### src/rtl/ebus_pkg.sv
`timescale 1ns/1ps
// Shared slot constants, cycle type and window decoders for the external
// bus sequencer. A machine cycle is twelve slots, split into two halves.
package ebus_pkg;
    typedef logic [3:0] slot_t;

    localparam slot_t S_HALF     = 4'd6;   // first slot of second half
    localparam slot_t S_LAST     = 4'd11;  // last slot of a machine cycle
    localparam slot_t ALE_LEN    = 4'd2;   // address strobe slots per half
    localparam slot_t PSEN_FIRST = 4'd2;   // program strobe start within half
    localparam slot_t RW_FIRST   = 4'd4;   // read/write strobe start
    localparam slot_t RW_STOP    = 4'd10;  // first slot after read/write strobe
    localparam int    SLOT_COUNT = 12;

    typedef enum logic [2:0] {
        CY_IDLE,
        CY_FETCH_INT,
        CY_FETCH_EXT,
        CY_DATA_RD,
        CY_DATA_WR
    } cyc_e;

    // Position of a slot inside its half machine cycle.
    function automatic slot_t half_pos(slot_t s);
        return (s >= S_HALF) ? s - S_HALF : s;
    endfunction

    function automatic logic in_ale_win(slot_t s);
        return half_pos(s) < ALE_LEN;
    endfunction

    function automatic logic in_psen_win(slot_t s);
        return half_pos(s) >= PSEN_FIRST;
    endfunction

    function automatic logic in_rw_win(slot_t s);
        return (s >= RW_FIRST) && (s < RW_STOP);
    endfunction
endpackage

### src/rtl/ebus_slot_timer.sv
`timescale 1ns/1ps
// Slot counter for one machine cycle. Assumes adv_en gates progress; in
// fast rate the counter visits only even slots, rounding an odd slot up.
module ebus_slot_timer
    import ebus_pkg::*;
(
    input  logic  clk,
    input  logic  rst_n,
    input  logic  adv_en,
    input  logic  six_clk,
    output slot_t slot,
    output slot_t slot_nxt
);
    logic [4:0] raw_nxt;

    // Next slot: step one, or jump to the next even slot in fast rate.
    always_comb begin
        if (six_clk) raw_nxt = {1'b0, slot[3:1], 1'b0} + 5'd2;
        else         raw_nxt = {1'b0, slot} + 5'd1;
        slot_nxt = (raw_nxt >= 5'(SLOT_COUNT)) ? 4'd0 : raw_nxt[3:0];
    end

    // Slot register; rests in the final slot during reset.
    always_ff @(posedge clk) begin
        if (!rst_n)      slot <= S_LAST;
        else if (adv_en) slot <= slot_nxt;
    end

    // after a fast-rate advance the counter sits on an even slot.
    a_r11_even_slot: assert property (@(posedge clk) disable iff (!rst_n)
        ($past(rst_n) && $past(six_clk && adv_en)) |-> (slot[0] == 1'b0));

    // the counter never leaves the twelve-slot range.
    a_r13_slot_range: assert property (@(posedge clk) disable iff (!rst_n)
        slot <= S_LAST);
endmodule

### src/rtl/ebus_arbiter.sv
`timescale 1ns/1ps
// Request acceptance and cycle state. Data requests start only at slot 0
// and own the whole machine cycle; fetches start at either half. The
// access-enable pin is captured during reset and then frozen.
module ebus_arbiter
    import ebus_pkg::*;
#(
    parameter int ADDR_W         = 16,
    parameter int DATA_W         = 8,
    parameter int INT_CODE_BYTES = 8192
) (
    input  logic              clk,
    input  logic              rst_n,
    input  logic              ea_pin,
    input  logic              adv_en,
    input  slot_t             slot,
    input  slot_t             slot_nxt,
    input  logic              fetch_req,
    input  logic [ADDR_W-1:0] fetch_addr,
    input  logic              data_req,
    input  logic              data_we,
    input  logic              data_wide,
    input  logic [ADDR_W-1:0] data_addr,
    input  logic [DATA_W-1:0] data_wdata,
    output cyc_e              cyc,
    output logic [ADDR_W-1:0] addr_q,
    output logic [DATA_W-1:0] wdata_q,
    output logic              wide_q,
    output logic              fetch_acc,
    output logic              data_acc,
    output logic              fetch_done,
    output logic              data_done,
    output logic              code_internal
);
    localparam logic [ADDR_W:0] INT_LIMIT = (ADDR_W+1)'(INT_CODE_BYTES);

    logic ea_q;
    logic enter_top, enter_mid, data_busy, fetch_ext, fetch_busy;

    // Decision points and fetch routing.
    always_comb begin
        enter_top  = adv_en && (slot_nxt == 4'd0);
        enter_mid  = adv_en && (slot_nxt == S_HALF);
        data_busy  = (cyc == CY_DATA_RD) || (cyc == CY_DATA_WR);
        fetch_busy = (cyc == CY_FETCH_INT) || (cyc == CY_FETCH_EXT);
        fetch_ext  = !ea_q || !({1'b0, fetch_addr} < INT_LIMIT);
        data_acc   = enter_top && data_req;
        fetch_acc  = fetch_req &&
                     ((enter_top && !data_req) || (enter_mid && !data_busy));
    end

    // Completion at the edge that leaves the strobe window.
    always_comb begin
        fetch_done = adv_en && fetch_busy &&
                     in_psen_win(slot) && !in_psen_win(slot_nxt);
        data_done  = adv_en && data_busy &&
                     in_rw_win(slot) && !in_rw_win(slot_nxt);
        code_internal = (cyc == CY_FETCH_INT);
    end

    // Cycle state, request latches and reset-time pin capture.
    always_ff @(posedge clk) begin
        if (!rst_n) begin
            ea_q    <= ea_pin;
            cyc     <= CY_IDLE;
            addr_q  <= '0;
            wdata_q <= '0;
            wide_q  <= 1'b0;
        end else if (data_acc) begin
            cyc     <= data_we ? CY_DATA_WR : CY_DATA_RD;
            addr_q  <= data_addr;
            wdata_q <= data_wdata;
            wide_q  <= data_wide;
        end else if (fetch_acc) begin
            cyc     <= fetch_ext ? CY_FETCH_EXT : CY_FETCH_INT;
            addr_q  <= fetch_addr;
            wide_q  <= 1'b1;
        end else if (enter_top || (enter_mid && !data_busy)) begin
            cyc     <= CY_IDLE;
        end
    end

    // the captured access-enable never changes after reset release.
    a_r6_ea_frozen: assert property (@(posedge clk) disable iff (!rst_n)
        $past(rst_n) |-> $stable(ea_q));

    // an accepted data request owns the bus from slot 0.
    a_r12_data_at_top: assert property (@(posedge clk) disable iff (!rst_n)
        data_acc |=> (data_busy && slot == 4'd0));

    // a data cycle is not replaced at the half-cycle point.
    a_r12_data_holds: assert property (@(posedge clk) disable iff (!rst_n)
        (data_busy && enter_mid) |=> data_busy);

    // at most one completion per cycle.
    a_r3_single_done: assert property (@(posedge clk) disable iff (!rst_n)
        $onehot0({fetch_done, data_done}));
endmodule

### src/rtl/ebus_strobe_gen.sv
`timescale 1ns/1ps
// Strobe and port decode from the slot and the current cycle type.
// Purely combinational; assumes the arbiter holds cyc for its window.
module ebus_strobe_gen
    import ebus_pkg::*;
#(
    parameter int ADDR_W = 16,
    parameter int DATA_W = 8,
    localparam int HI_W  = ADDR_W - DATA_W
) (
    input  slot_t             slot,
    input  cyc_e              cyc,
    input  logic [ADDR_W-1:0] addr_q,
    input  logic [DATA_W-1:0] wdata_q,
    input  logic              wide_q,
    input  logic [HI_W-1:0]   p2_reg,
    input  logic              ale_off,
    output logic              ale,
    output logic              psen_n,
    output logic              rd_n,
    output logic              wr_n,
    output logic [DATA_W-1:0] ad_out,
    output logic              ad_oe,
    output logic [HI_W-1:0]   a_hi
);
    logic is_data, is_fext, addr_phase, top_ale;

    // Strobe windows, skip rules and port sources.
    always_comb begin
        is_data    = (cyc == CY_DATA_RD) || (cyc == CY_DATA_WR);
        is_fext    = (cyc == CY_FETCH_EXT);
        top_ale    = slot < ALE_LEN;
        if (ale_off) ale = is_data && top_ale;
        else         ale = in_ale_win(slot) && !(is_data && slot >= S_HALF);
        psen_n     = !(is_fext && in_psen_win(slot));
        rd_n       = !((cyc == CY_DATA_RD) && in_rw_win(slot));
        wr_n       = !((cyc == CY_DATA_WR) && in_rw_win(slot));
        addr_phase = (is_fext && in_ale_win(slot)) || (is_data && top_ale);
        ad_oe      = addr_phase || ((cyc == CY_DATA_WR) && slot >= ALE_LEN);
        ad_out     = addr_phase ? addr_q[DATA_W-1:0] : wdata_q;
        if (is_fext || (is_data && wide_q)) a_hi = addr_q[ADDR_W-1:DATA_W];
        else                                a_hi = p2_reg;
    end
endmodule

### src/rtl/ebus_seq.sv
`timescale 1ns/1ps
// External memory bus cycle sequencer top. Connects the slot counter, the
// request arbiter and the strobe decode; read data passes straight from
// the low port pads and is valid while a done is high.
module ebus_seq
    import ebus_pkg::*;
#(
    parameter int ADDR_W         = 16,
    parameter int DATA_W         = 8,
    parameter int INT_CODE_BYTES = 8192,
    localparam int HI_W          = ADDR_W - DATA_W
) (
    input  logic              clk,
    input  logic              rst_n,
    input  logic              ea_pin,
    input  logic              adv_en,
    input  logic              six_clk,
    input  logic              ale_off,
    input  logic              fetch_req,
    input  logic [ADDR_W-1:0] fetch_addr,
    input  logic              data_req,
    input  logic              data_we,
    input  logic              data_wide,
    input  logic [ADDR_W-1:0] data_addr,
    input  logic [DATA_W-1:0] data_wdata,
    input  logic [HI_W-1:0]   p2_reg,
    input  logic [DATA_W-1:0] ad_in,
    output logic              ale,
    output logic              psen_n,
    output logic              rd_n,
    output logic              wr_n,
    output logic [DATA_W-1:0] ad_out,
    output logic              ad_oe,
    output logic [HI_W-1:0]   a_hi,
    output logic              fetch_acc,
    output logic              data_acc,
    output logic              fetch_done,
    output logic              data_done,
    output logic [DATA_W-1:0] rdata,
    output logic              code_internal
);
    slot_t             slot, slot_nxt;
    cyc_e              cyc;
    logic [ADDR_W-1:0] addr_q;
    logic [DATA_W-1:0] wdata_q;
    logic              wide_q;

    ebus_slot_timer u_timer (
        .clk(clk), .rst_n(rst_n), .adv_en(adv_en), .six_clk(six_clk),
        .slot(slot), .slot_nxt(slot_nxt)
    );

    ebus_arbiter #(
        .ADDR_W(ADDR_W), .DATA_W(DATA_W), .INT_CODE_BYTES(INT_CODE_BYTES)
    ) u_arb (
        .clk(clk), .rst_n(rst_n), .ea_pin(ea_pin), .adv_en(adv_en),
        .slot(slot), .slot_nxt(slot_nxt),
        .fetch_req(fetch_req), .fetch_addr(fetch_addr),
        .data_req(data_req), .data_we(data_we), .data_wide(data_wide),
        .data_addr(data_addr), .data_wdata(data_wdata),
        .cyc(cyc), .addr_q(addr_q), .wdata_q(wdata_q), .wide_q(wide_q),
        .fetch_acc(fetch_acc), .data_acc(data_acc),
        .fetch_done(fetch_done), .data_done(data_done),
        .code_internal(code_internal)
    );

    ebus_strobe_gen #(.ADDR_W(ADDR_W), .DATA_W(DATA_W)) u_strobe (
        .slot(slot), .cyc(cyc), .addr_q(addr_q), .wdata_q(wdata_q),
        .wide_q(wide_q), .p2_reg(p2_reg), .ale_off(ale_off),
        .ale(ale), .psen_n(psen_n), .rd_n(rd_n), .wr_n(wr_n),
        .ad_out(ad_out), .ad_oe(ad_oe), .a_hi(a_hi)
    );

    // Read data is taken from the pads in the completing cycle.
    assign rdata = ad_in;

    // the address strobe only starts at a half-cycle boundary.
    a_r1_ale_start: assert property (@(posedge clk) disable iff (!rst_n)
        $rose(ale) |-> (slot == 4'd0 || slot == S_HALF));

    // program strobe never overlaps a data strobe.
    a_r2_psen_excl: assert property (@(posedge clk) disable iff (!rst_n)
        !psen_n |-> (rd_n && wr_n));

    // read and write strobes are never both active.
    a_r8_rw_excl: assert property (@(posedge clk) disable iff (!rst_n)
        !(!rd_n && !wr_n));

    // the low port is released while a read strobe is active.
    a_r10_read_release: assert property (@(posedge clk) disable iff (!rst_n)
        !rd_n |-> !ad_oe);

    // an internal fetch never pulses the program strobe.
    a_r4_internal_quiet: assert property (@(posedge clk) disable iff (!rst_n)
        code_internal |-> psen_n);
endmodule

### config.mk
export PLATFORM = sky130hd
export DESIGN_NAME = ebus_seq
export DESIGN_NICKNAME = d
export VERILOG_FILES = /design/src/rtl/ebus_pkg.sv /design/src/rtl/ebus_slot_timer.sv /design/src/rtl/ebus_arbiter.sv /design/src/rtl/ebus_strobe_gen.sv /design/src/rtl/ebus_seq.sv
export SDC_FILE = /design/constraint.sdc
export NUM_CORES = 1
export LEC_CHECK = 0
export BUFFER_PORTS_ARGS = -buffer_cell sky130_fd_sc_hd__buf_2
export CELL_PAD_IN_SITES_DETAIL_PLACEMENT = 1
export CELL_PAD_IN_SITES_GLOBAL_PLACEMENT = 2
export CORE_UTILIZATION = 28
export DETAILED_ROUTE_END_ITERATION = 12
export GPL_ROUTABILITY_DRIVEN = 0
export PLACE_DENSITY = 0.91
export SLEW_MARGIN = 30
export SYNTH_ARGS = -nofsm -noshare
export SYNTH_HDL_FRONTEND = slang
export SYNTH_SLANG_ARGS = --single-unit
export TNS_END_PERCENT = 10
### constraint.sdc
create_clock -name clk -period 8 [get_ports clk]
set_input_delay 0.8 -clock clk [delete_from_list [all_inputs] [get_ports clk]]
set_output_delay 0.8 -clock clk [all_outputs]
set_load 0.05 [all_outputs]
==> results.sh <==
export IMPL_fmax_ghz=0.255
export IMPL_synth_main_ff_cell="dfxtp_1"
export IMPL_setup_violations=0
export IMPL_cts_hold_buf=0
export IMPL_crit_slowest_cell="o211ai_4"
export IMPL_grt_pass1_wl_um=10800
export IMPL_numCtsBuffers=5
export IMPL_final_util_pct=35.2
export IMPL_nets=407
export IMPL_n_antenna_cell=0
export IMPL_maxSlewViolCount=0
export IMPL_vias_per_cell=4.97
export IMPL_io_pins=100
export IMPL_drt_total_wl_um=6530
export IMPL_synth_area_um2=2300
export IMPL_cts_root_buf="clkbuf_8"
export IMPL_initial_utilization_pct=29.3
export IMPL_p_per_area_nw_per_um2=177
export IMPL_startpoint_type="primary input"
export IMPL_insertion_delay_ps=280
export IMPL_synth_nets=340
export IMPL_fin_ws_ps=4080
export IMPL_path_clk_slew_ps=70
export IMPL_cap_violations=0
export IMPL_yosysTopAreaCell="dfxtp_1"
export IMPL_p_leak_nw=1.18
export IMPL_gr_total_overflow=0
export IMPL_antenna_left=0
export IMPL_cp_max_fo=15
export IMPL_fill_cells=976
export IMPL_synth_common_cells="33 x a21oi_1, 32 x dfxtp_1, 30 x nand2_1"
export IMPL_wl_per_cell_um=15.0
export IMPL_drt_iter0_drc=37
export IMPL_yosys_warnings=0
export IMPL_synth_distinct_cells=56
export IMPL_die_h_um=92.6
export IMPL_clock_skew_ps=7.09
export IMPL_maxSlewHeadroom_pct=46.3
export IMPL_cts_htree_levels=2
export IMPL_ys_async_sr_fraction_pct=0
export IMPL_die_width_um=92.6
export IMPL_antenna_found_initial=0
export IMPL_fin_crit_sh_pct=49.0
export IMPL_cts_buffer_depth=2
export IMPL_worstPathCellList="buf_2 > and3b_4 > o211ai_4 > nand2_1 > nor2_1 > ha_1 > nand2_1 > a211oi_2 > a32o_1 > buf_2"
export IMPL_ys_ff_latch=33
export IMPL_drive_gt1_share_pct=35.6
export IMPL_dieArea_um2=8580
export IMPL_status="finished, final reports clean"
export IMPL_cts_sinks=33
export IMPL_tns_ps=0
export IMPL_synth_area_leaders="dfxtp_1 28%, mux2i_1 7.4%, mux2_2 7.3%, a21oi_1 7.2%, o21ai_0 5.7%"
export IMPL_vias=2168
export IMPL_hold_violations=0
export IMPL_grt_max_degree=43
export IMPL_grt_pass1_vias=2298
export IMPL_yosysMostFrequentCell="a21oi_1"
export IMPL_hp_class="reg2reg"
export IMPL_dp_hpwl_um=5010
export IMPL_cp_arrival_ps=3120
export IMPL_post_cts_buffers=0
export IMPL_stdcell_count=436
export IMPL_cts_resized=0
export IMPL_period_needed_ps=3920
export IMPL_cts_tree="yes"
export IMPL_tightest_slew_ps=800
export IMPL_area_delta_synth_final_pct=20.2
export IMPL_synth_edff_count=1
export IMPL_gr_usage_all_layers_pct=15.6
export IMPL_ir_drop_uv=63.7
export IMPL_rows=32
export IMPL_rsz0062_at_grt="no"
export IMPL_pre_cts_ws_ps=4030
export IMPL_cp_end_kind="primary output"
export IMPL_portBuffers=83
export IMPL_synthCells=267
export IMPL_dp_cells=429
export IMPL_worstPathRequired_ps=7200
export IMPL_avgSynthCellArea_um2=8.61
export IMPL_path_class="in2out"
export IMPL_synth_seq_area_share_pct=29.2
export IMPL_critPathMaxStageDelay_ps=310
export IMPL_drc_errors=0
export IMPL_dr_pass1_iters=4
export IMPL_coreArea_um2=7850
export IMPL_r2r_setup_slack_ps=4670
export IMPL_synth_top_cell_area_share_pct=27.9
-- final timing paths --
check                   startpoint          endpoint  cells after the start
setup / recovery           six_clk         fetch_acc                     10
hold / removal    u_arb.wdata_q[1]  u_arb.wdata_q[1]                      2
setup reg to reg   u_timer.slot[1]  u_arb.addr_q[11]                     11
hold reg to reg   u_arb.wdata_q[1]  u_arb.wdata_q[1]                      2
-- worst max-delay path: cells and delay by family --
family / cells / cell delay (ps)
compound gates: 3 / 850
buf+inv: 2 / 530
simple gates: 4 / 710
fa+ha+maj: 1 / 220
-- kinds of logic after synthesis --
group / synth area share, %
buffers and inverters: 8.32
xor gates and xnor gates: 0.762
muxes: 15.9
and+or+nand+nor: 17.7
AOI/OAI and AO/OA: 24.3
adders and majority gates: 3.81
DFF: 29.2
-- per-layer routing --
metal	track usage, %	part of all wire (%)	wire length (um)
met2	27.8	50	3250
met5	0	0	0
met1	19.3	46	2980
met4	3.46	0.87	57
met3	3.28	3.8	248
-- power breakdown --
part | total (mW) | internal [mW] | switching, mW
registers | 0.197 | 0.182 | 0.0156
logic | 0.176 | 0.0646 | 0.111
clock network | 0.117 | 0.0591 | 0.0575
total | 0.490 | 0.306 | 0.185
-- sequential cells by signal (all words and copies together) (netlist names) --
signal,count
u_timer.slot,4
u_arb.wdata_q,8
u_arb.ea_q,1
u_arb.wide_q,1
u_arb.cyc,3
u_arb.addr_q,16
-- layout by cell type (no fill, tap or decap), drive strengths merged, types with 5 or more instances in the layout --
master and instances:
mux2i 17, o21ai 28, nor3b 5, nand2b 8, mux2 17, nand3 7
nor2 7, dfxtp 32, inv 7, nand2 30, clkbuf 6, ha 7
a21oi 33, buf 84
-- cell type report --
type / instances / area (um2) / share of cell area [%]
Sequential cell: 33 / 671 / 24.3
Inverter: 7 / 26.3 / 0.951
Clock buffer: 6 / 72.6 / 2.63
Clock inverter: 1 / 5.00 / 0.181
Timing Repair Buffer: 84 / 423 / 15.3
Tap cell: 102 / 128 / 4.62
Multi-Input combinational cell: 203 / 1440 / 52.1
-- stage by stage --
| stage | hold slack (ps) | total power, mW | area (um2) |
|---|---|---|---|
| after floorplan | 430 | 0.345 | 2300 |
| after global placement | 440 | 0.374 | 2690 |
| after detailed placement | 450 | 0.379 | 2690 |
| after CTS | 459 | 0.498 | 2760 |
| after global routing | 484 | 0.521 | 2760 |
| final | 456 | 0.490 | 2760 |
No activity file was read; power rests on OpenSTA's default activity.
